### config.mk
export PLATFORM = sky130hd
export DESIGN_NAME = cregport_master
export DESIGN_NICKNAME = d
export VERILOG_FILES = /design/src/rtl/cregport_pkg.sv /design/src/rtl/cregport_prescale.sv /design/src/rtl/cregport_timer.sv /design/src/rtl/cregport_seq.sv /design/src/rtl/cregport_master.sv
export SDC_FILE = /design/constraint.sdc
export NUM_CORES = 1
export LEC_CHECK = 0
export CORE_MARGIN = 2
export CORE_UTILIZATION = 39
export DETAILED_ROUTE_END_ITERATION = 16
export HOLD_SLACK_MARGIN = 0.05
export SYNTH_ARGS = -nofsm -noshare
export SYNTH_HDL_FRONTEND = slang
export SYNTH_HIERARCHICAL = 1
export SYNTH_SLANG_ARGS = --single-unit
### constraint.sdc
create_clock -name clk -period 4.24 [get_ports clk]
set_input_delay 0.848 -clock clk [delete_from_list [all_inputs] [get_ports clk]]
set_output_delay 0.848 -clock clk [all_outputs]
set_load 0.01 [all_outputs]
### src/rtl/cregport_pkg.sv
package cregport_pkg;

    localparam int STB_N = 4;

    typedef enum logic [3:0] {
        S_IDLE,
        S_CLEAR,
        S_LOAD,
        S_RAISE,
        S_HOLD_HI,
        S_DROP,
        S_HOLD_LO,
        S_SETTLE,
        S_FINISH
    } seq_state_e;

    // Strobe index; bit position on the strobe vector
    typedef enum logic [1:0] {
        STB_ADDR = 2'd0,
        STB_DATA = 2'd1,
        STB_RD   = 2'd2,
        STB_WR   = 2'd3
    } strobe_e;

    typedef struct packed {
        logic wr;
        logic data_phase;
        logic second;
    } op_ctx_t;

    function automatic strobe_e pick_strobe(op_ctx_t c);
        if (!c.data_phase) return STB_ADDR;
        if (!c.second)     return STB_DATA;
        return c.wr ? STB_WR : STB_RD;
    endfunction

    function automatic logic [STB_N-1:0] strobe_vec(strobe_e s);
        return STB_N'(1) << s;
    endfunction

    function automatic int unsigned max3(int unsigned a, int unsigned b, int unsigned c);
        int unsigned m;
        m = (a > b) ? a : b;
        return (m > c) ? m : c;
    endfunction

endpackage

### src/rtl/cregport_prescale.sv
module cregport_prescale #(
    parameter int DIV = 100
) (
    input  logic clk,
    input  logic rst,
    input  logic clear,
    output logic tick
);
    generate
        if (DIV <= 1) begin : g_passthru
            assign tick = 1'b1;
        end else begin : g_div
            localparam int PW = $clog2(DIV);
            logic [PW-1:0] pre_q;

            always_ff @(posedge clk) begin
                if (rst || clear)             pre_q <= '0;
                else if (pre_q == PW'(DIV-1)) pre_q <= '0;
                else                          pre_q <= pre_q + 1'b1;
            end

            assign tick = (pre_q == PW'(DIV-1));

            a_r5_tick_spacing: assert property (@(posedge clk) disable iff (rst)
                tick |=> !tick);
        end
    endgenerate
endmodule

### src/rtl/cregport_timer.sv
module cregport_timer #(
    parameter int DIV   = 100,
    parameter int CNT_W = 8
) (
    input  logic             clk,
    input  logic             rst,
    input  logic             restart,
    input  logic [CNT_W-1:0] limit,
    output logic             expired
);
    logic             tick;
    logic [CNT_W-1:0] cnt_q;

    cregport_prescale #(.DIV(DIV)) i_pre (
        .clk   (clk),
        .rst   (rst),
        .clear (restart),
        .tick  (tick)
    );

    assign expired = (cnt_q == limit);

    always_ff @(posedge clk) begin
        if (rst || restart)         cnt_q <= '0;
        else if (tick && !expired)  cnt_q <= cnt_q + 1'b1;
    end

    // tick count never runs past the window of the current state
    a_r6_cnt_in_window: assert property (@(posedge clk) disable iff (rst)
        !restart |-> cnt_q <= limit);
endmodule

### src/rtl/cregport_seq.sv
module cregport_seq
    import cregport_pkg::*;
#(
    parameter int DATA_W    = 16,
    parameter int ACK_POS   = 0,
    parameter int CNT_W     = 8,
    parameter int ACK_TMO   = 100,
    parameter int EDGE_GAP  = 5,
    parameter int SETTLE_GAP = 50
) (
    input  logic                     clk,
    input  logic                     rst,
    input  logic                     req_valid,
    input  logic                     req_write,
    input  logic [DATA_W-1:0]        req_addr,
    input  logic [DATA_W-1:0]        req_wdata,
    output logic                     busy,
    output logic                     done,
    output logic [DATA_W-1:0]        rd_data,
    output logic                     timeout,
    output logic [DATA_W-1:0]        phy_din,
    output logic [STB_N-1:0]         phy_stb,
    input  logic [ACK_POS+DATA_W:0]  phy_stat,
    input  logic                     tmr_expired,
    output logic                     tmr_restart,
    output logic [CNT_W-1:0]         tmr_limit
);
    seq_state_e         state_q, state_d;
    op_ctx_t            ctx_q, ctx_d;
    logic [DATA_W-1:0]  addr_q, wdata_q, din_q, rd_q;
    logic [STB_N-1:0]   stb_q;
    logic               tmo_q;
    logic               ack, accept, tmo_hit, last_done;
    logic [DATA_W-1:0]  rsp;

    assign ack       = phy_stat[ACK_POS];
    assign rsp       = phy_stat[ACK_POS+DATA_W:ACK_POS+1];
    assign accept    = (state_q == S_IDLE) && req_valid;
    assign last_done = (state_q == S_SETTLE) && tmr_expired
                       && ctx_q.data_phase && ctx_q.second;

    // Next-state and context sequencing
    always_comb begin
        state_d = state_q;
        ctx_d   = ctx_q;
        tmo_hit = 1'b0;
        case (state_q)
            S_IDLE: if (accept) begin
                state_d = S_CLEAR;
                ctx_d   = '{wr: req_write, data_phase: 1'b0, second: 1'b0};
            end
            S_CLEAR: state_d = S_LOAD;
            S_LOAD:  state_d = S_RAISE;
            S_RAISE: if (ack || tmr_expired) begin
                state_d = S_HOLD_HI;
                tmo_hit = !ack;
            end
            S_HOLD_HI: if (tmr_expired) state_d = S_DROP;
            S_DROP: if (!ack || tmr_expired) begin
                state_d = S_HOLD_LO;
                tmo_hit = ack;
            end
            S_HOLD_LO: if (tmr_expired) state_d = S_SETTLE;
            S_SETTLE: if (tmr_expired) begin
                if (!ctx_q.data_phase) begin
                    state_d          = S_CLEAR;
                    ctx_d.data_phase = 1'b1;
                    ctx_d.second     = 1'b0;
                end else if (!ctx_q.second) begin
                    state_d      = S_RAISE;
                    ctx_d.second = 1'b1;
                end else begin
                    state_d = S_FINISH;
                end
            end
            S_FINISH: state_d = S_IDLE;
            default:  state_d = S_IDLE;
        endcase
    end

    // Wait window for each timed state, in ticks
    always_comb begin
        case (state_q)
            S_RAISE, S_DROP:      tmr_limit = CNT_W'(ACK_TMO);
            S_HOLD_HI, S_HOLD_LO: tmr_limit = CNT_W'(EDGE_GAP);
            S_SETTLE:             tmr_limit = CNT_W'(SETTLE_GAP);
            default:              tmr_limit = '0;
        endcase
    end

    assign tmr_restart = (state_q != state_d);

    always_ff @(posedge clk) begin
        if (rst) begin
            state_q <= S_IDLE;
            ctx_q   <= '0;
            addr_q  <= '0;
            wdata_q <= '0;
            din_q   <= '0;
            stb_q   <= '0;
            rd_q    <= '0;
            tmo_q   <= 1'b0;
        end else begin
            state_q <= state_d;
            ctx_q   <= ctx_d;
            if (accept) begin
                addr_q  <= req_addr;
                wdata_q <= req_wdata;
            end
            if (state_d == S_CLEAR)
                din_q <= '0;
            else if (state_q == S_CLEAR)
                din_q <= !ctx_q.data_phase ? addr_q
                       : (ctx_q.wr ? wdata_q : '0);
            if (state_d == S_RAISE || state_d == S_HOLD_HI)
                stb_q <= strobe_vec(pick_strobe(ctx_d));
            else
                stb_q <= '0;
            if (last_done && !ctx_q.wr)
                rd_q <= rsp;
            if (accept)       tmo_q <= 1'b0;
            else if (tmo_hit) tmo_q <= 1'b1;
        end
    end

    assign busy    = (state_q != S_IDLE);
    assign done    = (state_q == S_FINISH);
    assign rd_data = rd_q;
    assign timeout = tmo_q;
    assign phy_din = din_q;
    assign phy_stb = stb_q;

    a_r4_one_strobe: assert property (@(posedge clk) disable iff (rst)
        $onehot0(stb_q));
    a_r9_idle_quiet: assert property (@(posedge clk) disable iff (rst)
        !busy |-> stb_q == '0);
    a_r8_din_steady_under_strobe: assert property (@(posedge clk) disable iff (rst)
        (|stb_q) |-> $stable(din_q));
    a_r11_done_single: assert property (@(posedge clk) disable iff (rst)
        done |=> !done);
    a_r10_timeout_sticky: assert property (@(posedge clk) disable iff (rst)
        (tmo_q && !accept) |=> tmo_q);
    a_r10_accept_clears: assert property (@(posedge clk) disable iff (rst)
        accept |=> !tmo_q);
endmodule

### src/rtl/cregport_master.sv
module cregport_master
    import cregport_pkg::*;
#(
    parameter int DATA_W     = 16,
    parameter int ACK_POS    = 0,
    parameter int CLK_MHZ    = 100,
    parameter int ACK_TMO    = 100,
    parameter int EDGE_GAP   = 5,
    parameter int SETTLE_GAP = 50
) (
    input  logic                    clk,
    input  logic                    rst,
    input  logic                    req_valid,
    input  logic                    req_write,
    input  logic [DATA_W-1:0]       req_addr,
    input  logic [DATA_W-1:0]       req_wdata,
    output logic                    busy,
    output logic                    done,
    output logic [DATA_W-1:0]       rd_data,
    output logic                    timeout,
    output logic [DATA_W-1:0]       phy_din,
    output logic                    phy_cap_addr,
    output logic                    phy_cap_data,
    output logic                    phy_rd,
    output logic                    phy_wr,
    input  logic [ACK_POS+DATA_W:0] phy_stat
);
    localparam int unsigned MAX_WIN = max3(ACK_TMO, EDGE_GAP, SETTLE_GAP);
    localparam int CNT_W = $clog2(MAX_WIN + 1);

    logic             tmr_expired, tmr_restart;
    logic [CNT_W-1:0] tmr_limit;
    logic [STB_N-1:0] stb;

    cregport_timer #(.DIV(CLK_MHZ), .CNT_W(CNT_W)) i_timer (
        .clk     (clk),
        .rst     (rst),
        .restart (tmr_restart),
        .limit   (tmr_limit),
        .expired (tmr_expired)
    );

    cregport_seq #(
        .DATA_W(DATA_W), .ACK_POS(ACK_POS), .CNT_W(CNT_W),
        .ACK_TMO(ACK_TMO), .EDGE_GAP(EDGE_GAP), .SETTLE_GAP(SETTLE_GAP)
    ) i_seq (
        .clk         (clk),
        .rst         (rst),
        .req_valid   (req_valid),
        .req_write   (req_write),
        .req_addr    (req_addr),
        .req_wdata   (req_wdata),
        .busy        (busy),
        .done        (done),
        .rd_data     (rd_data),
        .timeout     (timeout),
        .phy_din     (phy_din),
        .phy_stb     (stb),
        .phy_stat    (phy_stat),
        .tmr_expired (tmr_expired),
        .tmr_restart (tmr_restart),
        .tmr_limit   (tmr_limit)
    );

    assign phy_cap_addr = stb[STB_ADDR];
    assign phy_cap_data = stb[STB_DATA];
    assign phy_rd       = stb[STB_RD];
    assign phy_wr       = stb[STB_WR];
endmodule

==> impl_summary.txt, run 1 <==
----------------------------------------------------
[Placement]
  Total half-perimeter wirelength after legalization and detailed placement ... ~6.6 mm
  Placer congestion estimate ... 0.827
  Total placed cells including tap cells ... around 660
  PortBufs ... between 90 and 100

[Synth]
  Area share of fa/ha/maj cells after synthesis ... 0.950%
  Synth Area in Simple Gates ... between 20% and 30%
  Seq/Total Area, Yosys ... a little under half
  Compound-cell area share of the yosys netlist ... about 15%
  Area of the mapped netlist ... 0.00395 mm2
  Dominant cell type by area after synthesis ... sky130_fd_sc_hd__dfxtp_1
  Mux share of post-synthesis cell area ... 6.62%
  Synth Area in XOR/XNOR ... around 2.7%
  Distinct cell type count after synthesis ... 53
  Number of nets in the synthesized netlist ... ~520
  Number of enable flip-flop cells after synthesis ... 0
  Synthesis Warnings ... 6
  Syn Area/Cell ... 8.53 um2
  Top-area cell type share of the netlist area ... a little under half
  Combinational family with the most area after synthesis ... simple AND/OR/NAND/NOR gates
  Area contributors post-synth ... sky130_fd_sc_hd__dfxtp_1 (46%), sky130_fd_sc_hd__nand2_1 (8.3%), sky130_fd_sc_hd__mux2i_1 (6.3%)
  Number of instances in the synthesized netlist ... 463
  Fraction of registers with async set/reset ... 0%
  Number of storage elements in the synthesis netlist ... 90
  Primary flip-flop cell chosen by synthesis mapping ... sky130_fd_sc_hd__dfxtp_1

[Route]
  Vias ... around 3400
  Wirelength per Cell ... 14.1 um
  Count of nets left with antenna violations after detail routing ... 0
  Number of optimization iterations in the first detailed-route pass ... 4
  Drt first-iter violations ... ~160
  Average via count per standard cell ... roughly 5
  Total length of routed wires ... between 9 and 10 mm
  DRC violation count after routing ... 0

[Critical path]
  Destination of the worst register-to-register timing path ... i_timer/cnt_q[4]$_SDFFE_PP0P_
  Required time worst endpoint ... 4530 ps
  Kind of start point of the critical path ... flip-flop
  Largest fanout on the critical path ... 14
  Critical Path End Type ... flip-flop
  Worst setup path class ... flip-flop to flip-flop
  Reg2Reg Setup Slack ... a little over 600 ps
  Endpoint arrival time on the critical path ... 3920 ps
  Startpoint of the most critical register-to-register path ... i_seq/state_q[1]$_SDFF_PP0_
  Worst R2R Path Depth ... 15

[Clocking]
  Post-CTS Setup Repair Bufs ... 0
  Latest clock arrival within the worst-skew pair ... roughly 370 ps
  CTS Root Buffer Type ... sky130_fd_sc_hd__clkbuf_8
  TritonCTS Buffers ... 9
  H-tree depth reported by CTS ... 3
  Clock transition at the registers of the reported paths ... 100 ps
  Clock tree from TritonCTS ... built
  CTS max path bufs ... 2
  Clock sink count ... 90

[Layout]
  Signed area change from the synthesized netlist to the final layout ... 30.0%
  Share of the core filled with cells ... a little over half
  Diodes inserted ... 0
  Share of final-layout standard cells stronger than drive strength 1 ... approximately 7.2%
  Final #Nets ... 596
  Cell Count, Final, Fillers Out ... around 680

[Hold path]
  Hold Startpoint ... i_seq/addr_q[7]$_SDFFE_PP0P_
  Worst hold path depth ... 2
  Worst Hold Path EP ... i_seq/addr_q[7]$_SDFFE_PP0P_
  Classification of the worst-slack hold path ... flip-flop to flip-flop

[GRT]
  All-Layer GR Usage ... between 10% and 20%
  Wire length of the first global-routing pass ... roughly 16 mm
  Antenna violations before repair ... 0
  Number of global-route vias before repair ... roughly 3400
  Largest net degree at the start of global routing ... 43
  Aggregate global routing overflow ... 0

[STA]
  Final hold vios ... 0
  Fin crit period ... ~3600 ps
  Final clock period utilization by the worst path ... a little under nine tenths
  Max_slew headroom ... just under 30%
  Unrepaired setup endpoints after global routing ... no
  Max Transition Viols Final ... 0
  Worst hold slack ... roughly 460 ps
  Top achievable clock speed ... around 0.28 GHz
  Slew at the pin closest to its max-slew limit ... between 1000 and 1500 ps
  Final setup skew ... ~12 ps
  Number of setup violations in the final report ... 0
  Aggregate negative setup slack ... 0 ps

[Flow run]
  Maximum Capacitance Violations ... 0

[Floorplanning]
  I/O Pins ... slightly above 90
  Die X-Extent ... between 100 and 150 um
  Core area ... 0.00982 mm2
  Num rows ... 36
  Die area ... about 0.011 mm2
  Initial Utilization ... 40.2%
  Height of the die ... 105 um

[Status]
  Run status ... completed

[Power]
  Pwr/cell area ... 363 mW/mm2
  Total power ... 0.00187 W
  Peak supply drop ... roughly 0.00017 V
  Leakage power of the design ... ~1.8 nW

----------------------------------------------------
==> cell type report <==
cell class / instances / area [um2]
Clock inverter: 7 / 92.6
Tap cell: 133 / 166
Clock buffer: 9 / 124
Timing Repair Buffer: 99 / 966
Multi-Input combinational cell: 338 / 1980
Inverter: 2 / 7.51
Sequential cell: 90 / 1800
Fill cell: 998 / 4680
==> power by group <==
group / internal (W) / switching [W] / leakage (nW) / total (W)
logic: 0.000148 / 0.000165 / 0.988 / 0.000313
clock network: 0.000289 / 0.000341 / 0.109 / 0.000630
registers: 0.000891 / 0.0000318 / 0.732 / 0.000923
==> synth_stat cells, drive strengths merged, types with 2 or more instances <==
cell type / count
or2: 2
o21a: 2
and2: 2
nand2b: 2
mux2i: 25
nand3b: 3
clkbuf: 22
inv: 2
nor3: 5
a21boi: 2
nor2: 53
nor2b: 19
a21oi: 42
buf: 11
nand3: 7
or3: 9
a31oi: 16
nor4: 5
dfxtp: 90
xor2: 11
nand2: 87
a211oi: 19
o21ai: 5
and3: 2
nand4b: 2
ha: 3
==> per-stage QoR <==
step	setup WS [ps]	cell area, um2
after floorplan	718	3950
after global placement	675	4920
after detailed placement	515	4920
after CTS	483	5130
after global routing	156	5140
final	608	5140
==> flip-flops by register name (all words and copies together), names as in the netlist <==
signal                     flops
i_seq/phy_stb                  4
i_seq/wdata_q                 16
i_timer/cnt_q                  7
i_timer/i_pre/g_div.pre_q      7
i_seq/state_q                  4
i_seq/ctx_q                    3
i_seq/phy_din                 16
i_seq/timeout                  1
i_seq/addr_q                  16
i_seq/rd_data                 16
==> repair_timing <==
action	in CTS	in global routing
gates resized for setup	0	1
hold endpoints to repair	0	0
hold buffers	0	0
endpoints found under the setup margin	0	2
==> cell families after synthesis <==
group                    count (synthesis)
multiplexers                            26
buffers and inverters                   35
adder cells (fa/ha/maj)                  3
flip-flops                              90
other                                    1
AND/OR/NAND/NOR                        203
AO/OA/AOI/OAI                           93
XOR/XNOR                                12
==> worst max-delay path by stage <==
stage                                 from                       endpoint  slack (ps)  cells past startpoint
6_report       i_seq/state_q[1]$_SDFF_PP0_  i_timer/cnt_q[4]$_SDFFE_PP0P_         610                     15
5_1_grt        i_seq/state_q[1]$_SDFF_PP0_  i_timer/cnt_q[1]$_SDFFE_PP0P_         160                     14
4_1_cts        i_seq/state_q[1]$_SDFF_PP0_  i_timer/cnt_q[4]$_SDFFE_PP0P_         480                     14
3_5_place_dp   i_seq/state_q[1]$_SDFF_PP0_  i_timer/cnt_q[4]$_SDFFE_PP0P_         520                     14
3_3_place_gp   i_seq/state_q[1]$_SDFF_PP0_  i_timer/cnt_q[1]$_SDFFE_PP0P_         680                     14
2_1_floorplan  i_seq/state_q[2]$_SDFF_PP0_  i_timer/cnt_q[1]$_SDFFE_PP0P_         720                     16
==> worst max-delay path, stage by stage, from the launching register on <==
cell	delay (ps)
sky130_fd_sc_hd__dfxtp_1	580
sky130_fd_sc_hd__nand2_1	220
sky130_fd_sc_hd__nor2_1	290
sky130_fd_sc_hd__or2_2	170
sky130_fd_sc_hd__xor2_1	180
sky130_fd_sc_hd__nor3_2	110
sky130_fd_sc_hd__and2_1	160
sky130_fd_sc_hd__buf_4	160
sky130_fd_sc_hd__mux2_2	260
sky130_fd_sc_hd__o2111a_1	150
sky130_fd_sc_hd__nor3_1	300
sky130_fd_sc_hd__mux2i_1	220
sky130_fd_sc_hd__nand2_1	190
sky130_fd_sc_hd__nor2_2	320
sky130_fd_sc_hd__nand2_1	100
sky130_fd_sc_hd__mux2i_1	130
==> cells in the final DEF, fill, tap and decap left out, types with 3 or more instances in the layout <==
cell type	Yosys	layout
sky130_fd_sc_hd__nor4_1	4	4
sky130_fd_sc_hd__nor2_1	52	51
sky130_fd_sc_hd__mux2i_1	25	25
sky130_fd_sc_hd__ha_1	3	3
sky130_fd_sc_hd__xor2_1	11	11
sky130_fd_sc_hd__inv_6	0	3
sky130_fd_sc_hd__a21oi_1	42	42
sky130_fd_sc_hd__buf_4	2	8
sky130_fd_sc_hd__a211oi_1	18	18
sky130_fd_sc_hd__nand2_1	87	87
sky130_fd_sc_hd__clkbuf_8	0	9
sky130_fd_sc_hd__nand3b_1	3	3
sky130_fd_sc_hd__o21ai_0	3	3
sky130_fd_sc_hd__nand3_1	6	6
sky130_fd_sc_hd__nor3_1	3	3
sky130_fd_sc_hd__or3_1	9	9
sky130_fd_sc_hd__clkdlybuf4s50_1	0	90
sky130_fd_sc_hd__dfxtp_1	90	90
sky130_fd_sc_hd__a31oi_1	16	16
sky130_fd_sc_hd__nor2b_1	19	19
==> metal layers <==
layer | global-route usage (%) | share of wire, % | vias up
met5 | 0 | 0 | -
met4 | 6.48 | 1.5 | 0
met3 | 5.61 | 6.7 | 13
met2 | 27.3 | 42 | 100
met1 | 24.0 | 49 | 1526
li1 | - | - | 1737
(Power assumes the default switching activity.)
==> run 2, diff against run 1 <==
Settings changed: CTS_BUF_LIST set to sky130_fd_sc_hd__clkbuf_4.
==> impl_summary.txt, run 2 (synthesis gave the netlist of run 1 again) <==
----------------------------------------------------
[Power]
  Leakage power of the design ... about 1.8 nW
  Net switching fraction of the power ... about 30%
  Combinational share of power ... 17.7%
  Design internal power ... 0.00124 W
  P_sw ... 0.000526 W
  Peak supply drop ... around 0.00018 V
  Pwr/cell area ... between 300 and 400 mW/mm2
  Clock power frac ... between 20% and 30%
  Register share of total power ... between 50% and 60%

[Layout]
  Share of final-layout standard cells stronger than drive strength 1 ... approximately 7.2%
  Final Instance Area ... 0.00508 mm2
  Commonest cells after routing, fill and taps aside ... sky130_fd_sc_hd__dfxtp_1 (90), sky130_fd_sc_hd__clkdlybuf4s50_1 (90), sky130_fd_sc_hd__nand2_1 (87)
  Diodes inserted ... 0
  Cell Count, Final, Fillers Out ... 678
  Final #Nets ... about 600
  Signed area change from the synthesized netlist to the final layout ... 28.6%

[Placement]
  Placer congestion estimate ... a little over 0.8
  Total half-perimeter wirelength after legalization and detailed placement ... around 6.6 mm
  Post-placement cell area ... roughly 0.0049 mm2
  Total placed cells including tap cells ... approximately 660
  PortBufs ... 91

[STA]
  Max Transition Viols Final ... 0
  Aggregate negative setup slack ... 0 ps
  Number of setup violations in the final report ... 0
  Final hold vios ... 0
  Final setup skew ... between 20 and 25 ps
  Fin crit period ... 3640 ps
  Slew at the pin closest to its max-slew limit ... 1020 ps
  Top achievable clock speed ... 0.274 GHz
  Max_slew headroom ... between 30 and 40%
  Final clock period utilization by the worst path ... between 80% and 90%
  Unrepaired setup endpoints after global routing ... no

[GRT]
  Number of global-route vias before repair ... 3368
  Aggregate global routing overflow ... 0
  Antenna violations before repair ... 0
  All-Layer GR Usage ... between 10% and 20%
  Largest net degree at the start of global routing ... 43
  Wire length of the first global-routing pass ... about 16 mm

[Clocking]
  Latest clock arrival within the worst-skew pair ... approximately 450 ps
  CTS max path bufs ... 2
  Clock tree from TritonCTS ... built
  TritonCTS Buffers ... 9
  H-tree depth reported by CTS ... 3
  Post-CTS Setup Repair Bufs ... 0
  Clock transition at the registers of the reported paths ... 150 ps
  CTS Root Buffer Type ... sky130_fd_sc_hd__clkbuf_4
  Hold-fix buffers, CTS ... 0
  Clock sink count ... 90

[Critical path]
  CP Buf/Inv Count ... 0
  Reg2Reg Setup Slack ... approximately 600 ps
  Critical Path End Type ... flip-flop
  Destination of the worst register-to-register timing path ... i_timer/cnt_q[0]$_SDFFE_PP0P_
  Endpoint arrival time on the critical path ... between 4000 and 5000 ps
  Slowest cell on the critical path ... sky130_fd_sc_hd__dfxtp_1
  Required time worst endpoint ... 4620 ps
  Kind of start point of the critical path ... flip-flop
  Worst R2R Path Depth ... 14
  Top cell family by delay on the critical path ... simple AND/OR/NAND/NOR gates
  Slowest Stage Delay on Critical Path ... 600 ps
  Largest fanout on the critical path ... 14
  Critical path, cell by cell ... xor2_1 -> and3_1 -> or2_2 -> xor2_1 -> nor3_2 -> and2_1 -> nand2_1 -> o2111a_1 -> nor3_1 -> mux2i_1 -> nand2_1 -> nor2_2 -> nand2_1 -> mux2i_1
  Most common cell type on the critical path ... sky130_fd_sc_hd__nand2_1
  Worst setup path class ... flip-flop to flip-flop
  Startpoint of the most critical register-to-register path ... i_seq/state_q[1]$_SDFF_PP0_

[Flow run]
  Maximum Capacitance Violations ... 0

[Route]
  Total length of routed wires ... 9.49 mm
  Drt first-iter violations ... ~140
  Average via count per standard cell ... around 5.0
  Vias ... 3387
  Count of nets left with antenna violations after detail routing ... 0
  Wirelength per Cell ... 14.0 um
  Number of optimization iterations in the first detailed-route pass ... 5
  DRC violation count after routing ... 0

[Hold path]
  Hold Startpoint ... i_seq/addr_q[14]$_SDFFE_PP0P_
  Worst Hold Path EP ... i_seq/addr_q[14]$_SDFFE_PP0P_
  Classification of the worst-slack hold path ... flip-flop to flip-flop
  Worst hold path depth ... 2

[Status]
  Run status ... completed

[Floorplanning]
  Num rows ... 36
  Initial Utilization ... approximately two fifths
  I/O Pins ... between 90 and 100
  Core area ... between 0.009 and 0.01 mm2
  Height of the die ... 105 um
  Die area ... 0.0109 mm2
  Die X-Extent ... roughly 100 um

----------------------------------------------------
run 2: metal layers:
metal	share of wire [%]	up-vias	global-route usage, %	routed length (um)
met3	6.9	12	4.68	659
met1	49	1534	24.1	4660
met5	0	-	0	0
li1	-	1741	-	-
met2	43	100	26.9	4050
met4	1.3	0	6.76	124
run 2: worst register-to-register path, cell delays in order, from the launching register on:
cell and delay (ps):
sky130_fd_sc_hd__dfxtp_1 600, sky130_fd_sc_hd__xor2_1 130, sky130_fd_sc_hd__and3_1 220, sky130_fd_sc_hd__or2_2 300
sky130_fd_sc_hd__xor2_1 150, sky130_fd_sc_hd__nor3_2 390, sky130_fd_sc_hd__and2_1 220, sky130_fd_sc_hd__nand2_1 70
sky130_fd_sc_hd__o2111a_1 240, sky130_fd_sc_hd__nor3_1 300, sky130_fd_sc_hd__mux2i_1 220, sky130_fd_sc_hd__nand2_1 190
sky130_fd_sc_hd__nor2_2 330, sky130_fd_sc_hd__nand2_1 100, sky130_fd_sc_hd__mux2i_1 130
run 2: power groups by stage:
stage | combinational [W] | sequential (W) | clock, W
2_1_floorplan | 0.000185 | 0.000938 | 0
3_3_place_gp | 0.000309 | 0.000940 | 0
5_1_grt | 0.000349 | 0.000932 | 0.000571
6_report | 0.000313 | 0.000924 | 0.000527
4_1_cts | 0.000315 | 0.000924 | 0.000546
3_5_place_dp | 0.000314 | 0.000943 | 0
run 2: area by class of cell:
cell class	count	area, um2
well taps	133	166
clock inverters	7	92.6
fillers	1007	4740
multi-input cells	338	1980
flip-flops and latches	90	1800
inverters	2	7.51
clock buffers	9	67.6
repair buffers	99	966
run 2: worst max-delay path by stage:
stage / cells after the start / startpoint / to
after floorplan: 16 / i_seq/state_q[2]$_SDFF_PP0_ / i_timer/cnt_q[1]$_SDFFE_PP0P_
after global placement: 14 / i_seq/state_q[1]$_SDFF_PP0_ / i_timer/cnt_q[1]$_SDFFE_PP0P_
after detailed placement: 14 / i_seq/state_q[1]$_SDFF_PP0_ / i_timer/cnt_q[4]$_SDFFE_PP0P_
after CTS: 14 / i_seq/state_q[1]$_SDFF_PP0_ / i_timer/cnt_q[4]$_SDFFE_PP0P_
after global routing: 14 / i_seq/state_q[1]$_SDFF_PP0_ / i_timer/cnt_q[1]$_SDFFE_PP0P_
final: 14 / i_seq/state_q[1]$_SDFF_PP0_ / i_timer/cnt_q[0]$_SDFFE_PP0P_
run 2: through the flow:
stage	setup WS (ps)	utilization (%)	total power [W]	hold WS, ps
2_1_floorplan	718	-	0.00112	432
3_3_place_gp	675	50.1	0.00125	440
3_5_place_dp	515	50.1	0.00126	445
4_1_cts	478	51.7	0.00179	465
5_1_grt	152	51.7	0.00185	483
6_report	595	51.7	0.00176	463
run 2: what timing repair did:
| action | 4_1_cts | 5_1_grt |
|---|---|---|
| setup endpoints to repair | 0 | 2 |
| gates resized for setup | 0 | 1 |
| endpoints found under the hold margin | 0 | 0 |
